<file path="src/rtl/adc_seq_pkg.sv">
package adc_seq_pkg;
   localparam int unsigned BYTE_W = 8;

   // register addresses
   localparam int unsigned ADR_SEL = 0;
   localparam int unsigned ADR_CTL = 1;
   localparam int unsigned ADR_RLO = 2;
   localparam int unsigned ADR_RHI = 3;

   // control register bit positions
   localparam int unsigned CB_EN   = 0;
   localparam int unsigned CB_GO   = 1;
   localparam int unsigned CB_AUTO = 2;
   localparam int unsigned CB_FREE = 3;
   localparam int unsigned CB_FLAG = 4;
   localparam int unsigned CB_IE   = 5;

   // select register layout, MSB first
   typedef struct packed {
      logic [1:0] refs;
      logic       left;
      logic [4:0] chan;
   } sel_t;
endpackage

</file>
<file path="src/rtl/adc_result_fmt.sv">
module adc_result_fmt #(
   parameter int unsigned RES_W = 10
) (
   input  logic             left_i,
   input  logic [RES_W-1:0] res_i,
   output logic [7:0]       lo_o,
   output logic [7:0]       hi_o
);
   localparam int unsigned PAIR_W = 16;
   localparam int unsigned PAD    = PAIR_W - RES_W;

   logic [PAIR_W-1:0] pair;

   generate
      if (RES_W > PAIR_W || RES_W < 1) begin : g_bad_w
         $error("adc_result_fmt: RES_W must be 1..16");
      end
      if (PAD == 0) begin : g_full
         assign pair = res_i;
      end else begin : g_pad
         logic [PAIR_W-1:0] lft, rgt;
         assign lft  = {res_i, {PAD{1'b0}}};
         assign rgt  = {{PAD{1'b0}}, res_i};
         assign pair = left_i ? lft : rgt;
      end
   endgenerate

   assign lo_o = pair[7:0];
   assign hi_o = pair[15:8];
endmodule

</file>
<file path="src/rtl/adc_sequencer.sv">
module adc_sequencer
   import adc_seq_pkg::*;
#(
   parameter int unsigned RES_W     = 10,
   parameter int unsigned NORM_LEN  = 13,
   parameter int unsigned FIRST_LEN = 25
) (
   input  logic             clk,
   input  logic             rst_n,
   input  logic             tick_i,
   input  logic             en_i,
   input  logic             en_rise_i,
   input  logic             start_wr_i,
   input  logic             auto_i,
   input  logic             free_i,
   input  logic             trig_i,
   input  logic [RES_W-1:0] conv_i,
   input  sel_t             sel_i,
   output logic             busy_o,
   output logic             done_o,
   output logic [RES_W-1:0] res_o,
   output sel_t             act_o
);
   localparam int unsigned CW = $clog2(FIRST_LEN + 1);
   localparam logic [CW-1:0] LD_FIRST = CW'(FIRST_LEN - 1);
   localparam logic [CW-1:0] LD_NORM  = CW'(NORM_LEN - 1);

   generate
      if (NORM_LEN < 2 || FIRST_LEN < NORM_LEN) begin : g_bad_len
         $error("adc_sequencer: need 2 <= NORM_LEN <= FIRST_LEN");
      end
   endgenerate

   logic             busy_q, init_q, trig_q;
   logic [CW-1:0]    cnt_q;
   logic [RES_W-1:0] res_q;
   sel_t             act_q;
   logic             trig_rise, start_req, done;

   assign trig_rise = trig_i & ~trig_q;
   assign start_req = !busy_q &&
                      (start_wr_i || (en_i && auto_i && !free_i && trig_rise));
   assign done      = busy_q && en_i && tick_i && (cnt_q == '0);

   always_ff @(posedge clk or negedge rst_n) begin
      if (!rst_n) begin
         busy_q <= 1'b0;
         init_q <= 1'b0;
         trig_q <= 1'b0;
         cnt_q  <= '0;
         res_q  <= '0;
         act_q  <= '0;
      end else begin
         trig_q <= trig_i;
         if (!busy_q || done) act_q <= sel_i;
         if (done)            res_q <= conv_i;

         if (start_req) begin
            busy_q <= 1'b1;
            cnt_q  <= (init_q || en_rise_i) ? LD_FIRST : LD_NORM;
         end else if (!en_i) begin
            busy_q <= 1'b0;
         end else if (busy_q && tick_i) begin
            if (cnt_q == '0) begin
               if (auto_i && free_i) cnt_q  <= LD_NORM;
               else                  busy_q <= 1'b0;
            end else begin
               cnt_q <= cnt_q - 1'b1;
            end
         end

         if (start_req)      init_q <= 1'b0;
         else if (en_rise_i) init_q <= 1'b1;
         else if (!en_i)     init_q <= 1'b0;
      end
   end

   assign busy_o = busy_q;
   assign done_o = done;
   assign res_o  = res_q;
   assign act_o  = act_q;


   sel_hold_chk: assert property (@(posedge clk) disable iff (!rst_n)
      (busy_q && $past(busy_q) && !$past(done)) |-> $stable(act_q));


   abort_chk: assert property (@(posedge clk) disable iff (!rst_n)
      (!en_i && !start_wr_i) |=> !busy_q);


   no_restart_chk: assert property (@(posedge clk) disable iff (!rst_n)
      (busy_q && en_i && !tick_i) |=> (busy_q && cnt_q == $past(cnt_q)));


   len_bound_chk: assert property (@(posedge clk) disable iff (!rst_n)
      busy_q |-> (cnt_q <= LD_FIRST));
endmodule

</file>
<file path="src/rtl/adc_regs.sv">
module adc_regs
   import adc_seq_pkg::*;
#(
   parameter int unsigned AW = 3
) (
   input  logic          clk,
   input  logic          rst_n,
   input  logic          wr_en,
   input  logic [AW-1:0] addr,
   input  logic [7:0]    wdata,
   input  logic          done_i,
   input  logic          busy_i,
   input  logic          irq_ack_i,
   input  logic          gie_i,
   input  logic [7:0]    res_lo_i,
   input  logic [7:0]    res_hi_i,
   output sel_t          sel_o,
   output logic          en_o,
   output logic          auto_o,
   output logic          free_o,
   output logic          start_wr_o,
   output logic          en_rise_o,
   output logic          irq_o,
   output logic [7:0]    rdata_o
);
   generate
      if (AW < 2) begin : g_bad_aw
         $error("adc_regs: AW must be at least 2");
      end
   endgenerate

   sel_t       sel_q;
   logic       en_q, auto_q, free_q, ie_q, flag_q;
   logic       wr_sel, wr_ctl, flag_clr;
   logic [7:0] ctl_rd;

   assign wr_sel   = wr_en && (addr == AW'(ADR_SEL));
   assign wr_ctl   = wr_en && (addr == AW'(ADR_CTL));
   assign flag_clr = irq_ack_i || (wr_ctl && wdata[CB_FLAG]);

   always_ff @(posedge clk or negedge rst_n) begin
      if (!rst_n) begin
         sel_q  <= '0;
         en_q   <= 1'b0;
         auto_q <= 1'b0;
         free_q <= 1'b0;
         ie_q   <= 1'b0;
         flag_q <= 1'b0;
      end else begin
         if (wr_sel) sel_q <= sel_t'(wdata);
         if (wr_ctl) begin
            en_q   <= wdata[CB_EN];
            auto_q <= wdata[CB_AUTO];
            free_q <= wdata[CB_FREE];
            ie_q   <= wdata[CB_IE];
         end
         if (done_i)        flag_q <= 1'b1;
         else if (flag_clr) flag_q <= 1'b0;
      end
   end

   assign start_wr_o = wr_ctl && wdata[CB_EN] && wdata[CB_GO];
   assign en_rise_o  = wr_ctl && wdata[CB_EN] && !en_q;
   assign irq_o      = flag_q && ie_q && gie_i;
   assign sel_o      = sel_q;
   assign en_o       = en_q;
   assign auto_o     = auto_q;
   assign free_o     = free_q;

   always_comb begin
      ctl_rd          = '0;
      ctl_rd[CB_EN]   = en_q;
      ctl_rd[CB_GO]   = busy_i;
      ctl_rd[CB_AUTO] = auto_q;
      ctl_rd[CB_FREE] = free_q;
      ctl_rd[CB_FLAG] = flag_q;
      ctl_rd[CB_IE]   = ie_q;
   end

   always_comb begin
      if (addr == AW'(ADR_SEL))      rdata_o = sel_q;
      else if (addr == AW'(ADR_CTL)) rdata_o = ctl_rd;
      else if (addr == AW'(ADR_RLO)) rdata_o = res_lo_i;
      else if (addr == AW'(ADR_RHI)) rdata_o = res_hi_i;
      else                           rdata_o = '0;
   end


   flag_set_chk: assert property (@(posedge clk) disable iff (!rst_n)
      done_i |=> flag_q);


   flag_clr_chk: assert property (@(posedge clk) disable iff (!rst_n)
      (flag_clr && !done_i) |=> !flag_q);


   irq_gate_chk: assert property (@(posedge clk) disable iff (!rst_n)
      !gie_i |-> !irq_o);
endmodule

</file>
<file path="src/rtl/adc_conv_ctrl.sv">
module adc_conv_ctrl
   import adc_seq_pkg::*;
#(
   parameter int unsigned RES_W     = 10,
   parameter int unsigned NORM_LEN  = 13,
   parameter int unsigned FIRST_LEN = 25,
   parameter int unsigned AW        = 3
) (
   input  logic             clk,
   input  logic             rst_n,
   input  logic             cnv_tick,
   input  logic             wr_en,
   input  logic [AW-1:0]    addr,
   input  logic [7:0]       wdata,
   output logic [7:0]       rdata,
   input  logic             trig_in,
   input  logic [RES_W-1:0] conv_data,
   input  logic             irq_ack,
   input  logic             gie,
   output logic             irq,
   output logic [1:0]       ref_act,
   output logic [4:0]       chan_act
);
   sel_t             sel, act;
   logic             en, auto_m, free_m, start_wr, en_rise, busy, done;
   logic [RES_W-1:0] res;
   logic [7:0]       res_lo, res_hi;

   adc_regs #(.AW(AW)) u_regs (
      .clk(clk), .rst_n(rst_n), .wr_en(wr_en), .addr(addr), .wdata(wdata),
      .done_i(done), .busy_i(busy), .irq_ack_i(irq_ack), .gie_i(gie),
      .res_lo_i(res_lo), .res_hi_i(res_hi), .sel_o(sel), .en_o(en),
      .auto_o(auto_m), .free_o(free_m), .start_wr_o(start_wr),
      .en_rise_o(en_rise), .irq_o(irq), .rdata_o(rdata)
   );

   adc_sequencer #(.RES_W(RES_W), .NORM_LEN(NORM_LEN), .FIRST_LEN(FIRST_LEN)) u_seq (
      .clk(clk), .rst_n(rst_n), .tick_i(cnv_tick), .en_i(en),
      .en_rise_i(en_rise), .start_wr_i(start_wr), .auto_i(auto_m),
      .free_i(free_m), .trig_i(trig_in), .conv_i(conv_data), .sel_i(sel),
      .busy_o(busy), .done_o(done), .res_o(res), .act_o(act)
   );

   adc_result_fmt #(.RES_W(RES_W)) u_fmt (
      .left_i(sel.left), .res_i(res), .lo_o(res_lo), .hi_o(res_hi)
   );

   assign ref_act  = act.refs;
   assign chan_act = act.chan;
endmodule

</file>
<file path="config.mk">
export PLATFORM = sky130hd
export DESIGN_NAME = adc_conv_ctrl
export DESIGN_NICKNAME = d
export VERILOG_FILES = /design/src/rtl/adc_seq_pkg.sv /design/src/rtl/adc_result_fmt.sv /design/src/rtl/adc_sequencer.sv /design/src/rtl/adc_regs.sv /design/src/rtl/adc_conv_ctrl.sv
export SDC_FILE = /design/constraint.sdc
export NUM_CORES = 1
export LEC_CHECK = 0
export ABC_AREA = 1
export BUFFER_PORTS_ARGS = -buffer_cell sky130_fd_sc_hd__buf_4
export CORE_MARGIN = 2
export CORE_UTILIZATION = 38
export DETAILED_ROUTE_END_ITERATION = 10
export SYNTH_ARGS = -nofsm -noshare
export SYNTH_HDL_FRONTEND = slang
export SYNTH_HIERARCHICAL = 1
export SYNTH_SLANG_ARGS = --single-unit
</file>
<file path="constraint.sdc">
create_clock -name clk -period 3.9 [get_ports clk]
set_input_delay 0.78 -clock clk [delete_from_list [all_inputs] [get_ports clk]]
set_output_delay 0.78 -clock clk [all_outputs]
set_load 0.02 [all_outputs]
</file>
Yosys cells after proc, flatten, opt, wreduce, memory -nomap -nowiden --
Cells that the tools add are included.
Cells by class: add/sub/neg operators 1, equality and inequality tests 8, mux-type cells 21, bitwise logic cells 2, reduce and logical (&&, ||, !) cells 31
Operators with widths (count):
- $mux W8 | 4
- $mux W5 | 6
- $logic_and A1 B1 Y1 | 17
- $mux W16 | 1
- $mux W1 | 10
- $ne A3 B1 Y1 const B | 3
- $eq A3 B2 Y1 const B | 2
- $ne A3 B2 Y1 const B | 2
- $reduce_and A3 Y1 | 2
- $reduce_bool A2 Y1 | 3
- $logic_not A5 Y1 | 1
- $sub A5 B1 Y5 const B | 1
- $logic_or A1 B1 Y1 | 4
- $eq A3 B1 Y1 const B | 1
- $logic_not A1 Y1 | 3
- $logic_not A3 Y1 | 1
- $and A1 B1 Y1 | 1
- $not A1 Y1 | 1
Word-level totals: register bits 38, input bits 28, output and inout port bits 16

Depth between registers and ports, before layout --
Gate-level depths: netlist of run 1.
word-level depth 8, depth in mapped cells 12, mapped depth without buffers 12

Hierarchy --
The synthesis of run 1 kept the hierarchy.
Modules (own cells, without submodules):
- adc_sequencer | times used 1, cells each 140, area an instance 1168.6 sq um, seq. area each 650.6 sq um
- adc_regs | times used 1, cells each 117, area an instance 804.5 sq um, seq. area each 325.3 sq um
- adc_result_fmt | times used 1, cells each 39, area an instance 165.2 sq um, seq. area each 0.0 sq um

Worst setup path after synthesis of run 1 --
No wires, ideal clock.
kind input port to output port, from input addr[0], to output rdata[1], arrival 1.507 ns, slack 1.613 ns, stages 5, path buffers 2, path through buf_4 nor2_4 buf_2 nand3_1 nand4_1
Between the ends: cells in the longest elaborated chain, start to end 5
RTL lines:
- start: declaration | line adc_conv_ctrl.sv:13 | input logic [AW-1:0] addr,
- $eq A3 B2 Y1 | line adc_regs.sv:84 | else if (addr == AW'(ADR_RHI)) rdata_o = res_hi_i;
- $mux W8 | line adc_regs.sv:84
- $mux W8 | line adc_regs.sv:83 | else if (addr == AW'(ADR_RLO)) rdata_o = res_lo_i;
- $mux W8 | line adc_regs.sv:82 | else if (addr == AW'(ADR_CTL)) rdata_o = ctl_rd;
- $mux W8 * | line adc_regs.sv:81 | if (addr == AW'(ADR_SEL)) rdata_o = sel_q;
- end: declaration | line adc_conv_ctrl.sv:15 | output logic [7:0] rdata,
Mark *: on every way between the ends. The rest lies on a longest branch, timed or not.

Final worst setup path of run 1 --
from register u_regs.sel_q, in the netlist u_regs/sel_o[5], to output rdata[1]
Between the ends: cells in the longest elaborated chain, start to end 5
RTL lines:
- start: declaration | line adc_regs.sv:32 | sel_t sel_q;
- start signal: assignment | line adc_regs.sv:50 | if (wr_sel) sel_q <= sel_t'(wdata);
- $mux W16 | line adc_result_fmt.sv:24 | assign pair = left_i ? lft : rgt;
- net res_hi[1] | line adc_conv_ctrl.sv:27 | logic [7:0] res_lo, res_hi;
- $mux W8 | line adc_regs.sv:84
- $mux W8 | line adc_regs.sv:83
- $mux W8 | line adc_regs.sv:82
- $mux W8 | line adc_regs.sv:81
The timed path passes the listed nets, and every way through them passes these cells.

==> results of run 1 <==
## cell type report
cell class / instances / area (um2) / share of cell area, %
flip-flops and latches: 38 / 951 / 37.7
multi-input cells: 212 / 945 / 37.4
repair buffers: 43 / 323 / 12.8
inverters: 33 / 124 / 4.91
well taps: 72 / 90.1 / 3.57
clock buffers: 7 / 86.3 / 3.42
clock inverters: 1 / 5.00 / 0.198
## power breakdown
| part | internal [mW] | switching (mW) |
|---|---|---|
| clock | 0.143 | 0.136 |
| combinational | 0.124 | 0.172 |
| sequential | 0.468 | 0.0716 |
## flip-flops by register name, indices dropped and copies added (netlist names)
name	flops
u_regs/free_o	1
u_regs/ie_q	1
u_seq/init_q	1
u_regs/en_o	1
u_regs/flag_q	1
u_regs/auto_o	1
u_seq/trig_q	1
u_seq/busy_o	1
u_seq/act_o	7
u_seq/res_o	10
u_seq/cnt_q	5
u_regs/sel_o	8
## worst max-delay path, delay by kind of cell, from the launching register on
kind | cells | cell delay [ns]
simple gates | 4 | 0.38
flops | 1 | 0.67
buf+inv | 2 | 0.36
## stage by stage
stage | total power [mW] | hold WS (ns) | utilization (%)
after floorplan | 0.743 | 0.464 | -
after global placement | 0.838 | 0.487 | 45.0
after detailed placement | 0.844 | 0.491 | 45.0
after CTS | 1.13 | 0.467 | 46.7
after global routing | 1.20 | 0.473 | 46.7
final | 1.11 | 0.448 | 46.7
## routing by layer
layer	up-vias	wire, um	track usage, %
li1	990	-	-
met3	4	248	3.56
met2	49	2290	27.8
met4	0	46	6.32
met5	-	0	0
met1	855	2340	23.9
## worst paths after layout
kind                            startpoint              to  slack [ns]  depth (start not counted)
min                                  rst_n  u_seq/act_o[4]        0.45                          1
min in group clk            u_seq/cnt_q[1]  u_seq/cnt_q[1]        0.50                          2
max in group asynchronous            rst_n  u_seq/res_o[9]        3.11                          1
max reg2reg                   u_seq/busy_o  u_seq/res_o[5]        1.98                          6
max                        u_regs/sel_o[5]        rdata[1]        1.43                          6
min reg2reg                 u_seq/cnt_q[1]  u_seq/cnt_q[1]        0.50                          2
==> results.py, run 1 <==
metrics = {
    "sta": {
        "finalCritPeriodShare_pct": 63.5,
        "tns_ns": 0,
        "setup_viol": 0,
        "fmax_mhz": 404,
        "fin_skew_ns": 0.00687,
        "fin_crit_ns": 2.47,
        "hold_viol_final": 0,
        "slew_violations": 0,
        "fin_ws_ns": 1.43,
        "tightest_slew_ns": 0.520,
        "relSlewSlack_pct": 65.4,
        "rsz0062_at_grt": "false",
    },
    "clock_network": {
        "cts_hold_buffers": 0,
        "post-cts-setup-buffers": 0,
        "cts.sinks": 38,
        "clk-insertion-delay-late_ns": 0.29,
        "ctsResizeCount": 0,
        "cts_tree": "done",
        "ctsHtreeMaxLevel": 2,
        "cts_buffers": 5,
        "cts.path.max_buffers": 2,
        "clk_pin_slew_ns": 0.07,
        "cts-root-buf": "clkbuf_8",
    },
    "die": {
        "die_h_um": 78.4,
        "die_area_um2": 6140,
        "core-area_um2": 5410,
        "initial_core_util_pct": 38.9,
        "num_rows": 27,
        "pin_count": 44,
        "fp.dieW_um": 78.4,
    },
    "critical_path": {
        "end_kind": "output port",
        "arrival_ns": 1.69,
        "critical_path.max_fanout": 19,
        "path_cells": "inv_1, nand2_1, nand2_1, nand4_1, nand4_1, buf_4",
        "critPathKind": "register to output port",
        "critPathSlowestCell": "dfrtp_1",
        "required_ns": 3.12,
        "cp_slowest_stage_delay_ns": 0.67,
        "start_kind": "register",
    },
    "min_path": {
        "worstHoldPathType": "input port to asynchronous set/reset pin",
    },
    "routing": {
        "vias": 1898,
        "wl_um": 4920,
        "drt-wirelength-per-cell_um": 12.1,
        "drtAntennaViolNets": 0,
        "post_drt_via_cell_ratio": 4.67,
        "drc": 0,
        "drt_iter0_drc": 111,
        "first_pass_iters": 4,
    },
    "placement": {
        "place_inst": 398,
        "placed_cell_area_um2": 2430,
        "preCtsSetupSlack_ns": 1.47,
        "gp_congestion": 0.776,
        "hpwlAfterDp_um": 3680,
        "numPortBuffers": 43,
    },
    "final_layout": {
        "layout.nets": 362,
        "antenna_cells": 0,
        "final_cell_mix": "nand2_1, buf_4, dfrtp_1, inv_1, nand3_1",
        "layoutNonFillerInstCount": 406,
        "nFillCells": 581,
        "postLayoutCellArea_um2": 2520,
        "area_delta_synth_final_pct": 20.1,
        "layout_commonest_cell": "nand2_1",
        "drive_above_1_share_pct": 20.1,
    },
    "synth": {
        "syn_nets": 321,
        "avgSynthCellArea_um2": 7.19,
        "syn_area_um2": 2100,
        "syn_inst": 292,
        "ys_warn_count": 6,
    },
    "global_routing": {
        "grt_util_all_layers_pct": 17.6,
        "grt_pass1_wl_um": 8400,
        "grt_max_degree": 39,
        "grt-ovfl-total": 0,
        "grt_pass1_vias": 1729,
        "antenna_found_initial": 0,
    },
    "pwr": {
        "p_leak_nw": 1.40,
        "p_per_area_nw_per_um2": 441,
        "ir_drop_v": 0.000152,
    },
    "outcome": {
        "status": "completed",
    },
    "job": {
        "maxCapViolCount": 0,
    },
}
Power figures use the tool's default switching activity.
==> run 2, diff against run 1 <==
--- a/config.mk
+++ b/config.mk
@@ -5,7 +5,7 @@
 export SDC_FILE = /design/constraint.sdc
 export NUM_CORES = 1
 export LEC_CHECK = 0
-export ABC_AREA = 1
+export ABC_AREA = 0
 export BUFFER_PORTS_ARGS = -buffer_cell sky130_fd_sc_hd__buf_4
 export CORE_MARGIN = 2
 export CORE_UTILIZATION = 38
==> constraint.sdc (replaced) <==
create_clock -name clk -period 2.35 [get_ports clk]
set_input_delay 0.47 -clock clk [delete_from_list [all_inputs] [get_ports clk]]
set_output_delay 0.47 -clock clk [all_outputs]
set_load 0.02 [all_outputs]
==> results.py, run 2 <==
metrics = {
    "pwr": {
        "p_leak_nw": 1.15,
        "total_power_mw": 1.89,
        "p_per_area_nw_per_um2": 768,
        "ir_drop_v": 0.000283,
    },
    "critical_path": {
        "cpLargestDelayFamily": "flip-flops",
        "r2r-end": "u_seq/res_o[3]",
        "start_kind": "register",
        "cp.buffers_inverters": 1,
        "critical_path.max_fanout": 18,
        "end_kind": "output port",
        "path_cells": "mux2_4, mux2i_1, o22ai_1, buf_4",
        "cp_slowest_stage_delay_ns": 0.54,
        "required_ns": 1.88,
        "arrival_ns": 1.58,
        "critPathKind": "register to output port",
        "path_depth": 4,
        "r2r_start": "u_seq/cnt_q[0]",
        "critPathSlowestCell": "dfrtp_2",
        "crit_path_start": "u_regs/sel_o[5]",
        "crit_path_end": "rdata[0]",
        "worst-r2r-cell-count": 6,
        "r2r_setup_slack_ns": 0.38,
    },
    "clock_network": {
        "cts_hold_buffers": 0,
        "cts_tree": "done",
        "cts-root-buf": "clkbuf_8",
        "ctsHtreeMaxLevel": 2,
        "ctsResizeCount": 0,
        "clk-insertion-delay-late_ns": 0.28,
        "cts_buffers": 5,
        "cts.sinks": 38,
        "clk_pin_slew_ns": 0.06,
        "post-cts-setup-buffers": 0,
        "cts.path.max_buffers": 2,
    },
    "sta": {
        "tightest_slew_ns": 0.640,
        "finalCritPeriodShare_pct": 87.4,
        "hold_viol_final": 0,
        "slew_violations": 0,
        "fin_crit_ns": 2.05,
        "fin_skew_ns": 0.00276,
        "setup_viol": 0,
        "fin_ws_ns": 0.296,
        "fin_hold_ws_ns": 0.143,
        "relSlewSlack_pct": 57.2,
        "fmax_mhz": 487,
        "rsz0062_at_grt": "false",
        "tns_ns": 0,
    },
    "final_layout": {
        "largest_reg_flops": 10,
        "drive_above_1_share_pct": 46.3,
        "layout.nets": 235,
        "antenna_cells": 0,
        "final_util_pct": 48.3,
        "final_cell_mix": "buf_4, dfrtp_1, mux2_2, mux2i_1, nor2b_1",
        "layoutNonFillerInstCount": 275,
        "area_delta_synth_final_pct": 22.8,
        "layout_commonest_cell": "buf_4",
        "postLayoutCellArea_um2": 2460,
    },
    "min_path": {
        "worstHoldPathType": "input port to asynchronous set/reset pin",
    },
    "routing": {
        "drt_iter0_drc": 17,
        "first_pass_iters": 4,
        "drt-wirelength-per-cell_um": 15.5,
        "post_drt_via_cell_ratio": 5.06,
        "drc": 0,
        "drtAntennaViolNets": 0,
        "wl_um": 4260,
        "vias": 1391,
    },
    "die": {
        "pin_count": 44,
        "fp.dieW_um": 76.7,
        "die_h_um": 76.7,
        "die_area_um2": 5880,
        "num_rows": 26,
        "initial_core_util_pct": 39.3,
        "core-area_um2": 5110,
    },
    "placement": {
        "gp_congestion": 0.881,
        "numPortBuffers": 43,
        "hpwlAfterDp_um": 3290,
        "place_inst": 269,
        "preCtsSetupSlack_ns": 0.377,
        "placed_cell_area_um2": 2380,
    },
    "global_routing": {
        "grt_util_all_layers_pct": 15.3,
        "grt-ovfl-total": 0,
        "grt_pass1_vias": 1457,
        "grt_max_degree": 39,
        "grt_pass1_wl_um": 7110,
        "antenna_found_initial": 0,
    },
    "synth": {
        "syn_nets": 189,
        "ys_warn_count": 6,
        "syn_area_um2": 2010,
        "avgSynthCellArea_um2": 12.5,
        "syn_inst": 160,
    },
    "job": {
        "maxCapViolCount": 0,
    },
    "outcome": {
        "status": "completed",
    },
}
## run 2: where the power goes
part	internal (mW)	switching (mW)	leakage, nW
Sequential	0.797	0.146	0.479
Clock	0.226	0.204	0.0431
Combinational	0.291	0.229	0.624
## run 2: metal layers
layer  up-vias  global-route usage (%)  routed length [um]
met4         0                    4.36                  49
met5         -                       0                   0
met3         6                    4.35                 181
met1       681                    20.1                1970
li1        674                       -                   -
met2        30                    24.6                2060
## run 2: layout make-up
class	count	area, um2
Inverter	3	11.3
Fill cell	477	2640
Clock buffer	6	82.6
Tap cell	70	87.6
Multi-Input combinational cell	112	986
Timing Repair Buffer	46	345
Sequential cell	38	952
## run 2: worst register-to-register path, stage by stage, from the launching register on
cell     delay, ns
dfrtp_1       0.41
inv_1         0.07
ha_1          0.17
or4b_4        0.51
nor2_2        0.12
buf_4         0.22
mux2_2        0.36
## run 2: how the worst min path moves through the flow
| stage | startpoint | endpoint | slack (ns) | cells after the start |
|---|---|---|---|---|
| after floorplan | rst_n | u_regs/auto_o | 0.17 | 0 |
| after global placement | rst_n | u_seq/res_o[8] | 0.45 | 1 |
| after detailed placement | rst_n | u_seq/res_o[5] | 0.47 | 1 |
| after CTS | rst_n | u_seq/res_o[5] | 0.16 | 1 |
| after global routing | rst_n | u_seq/res_o[5] | 0.18 | 1 |
| final | rst_n | u_seq/res_o[5] | 0.14 | 1 |
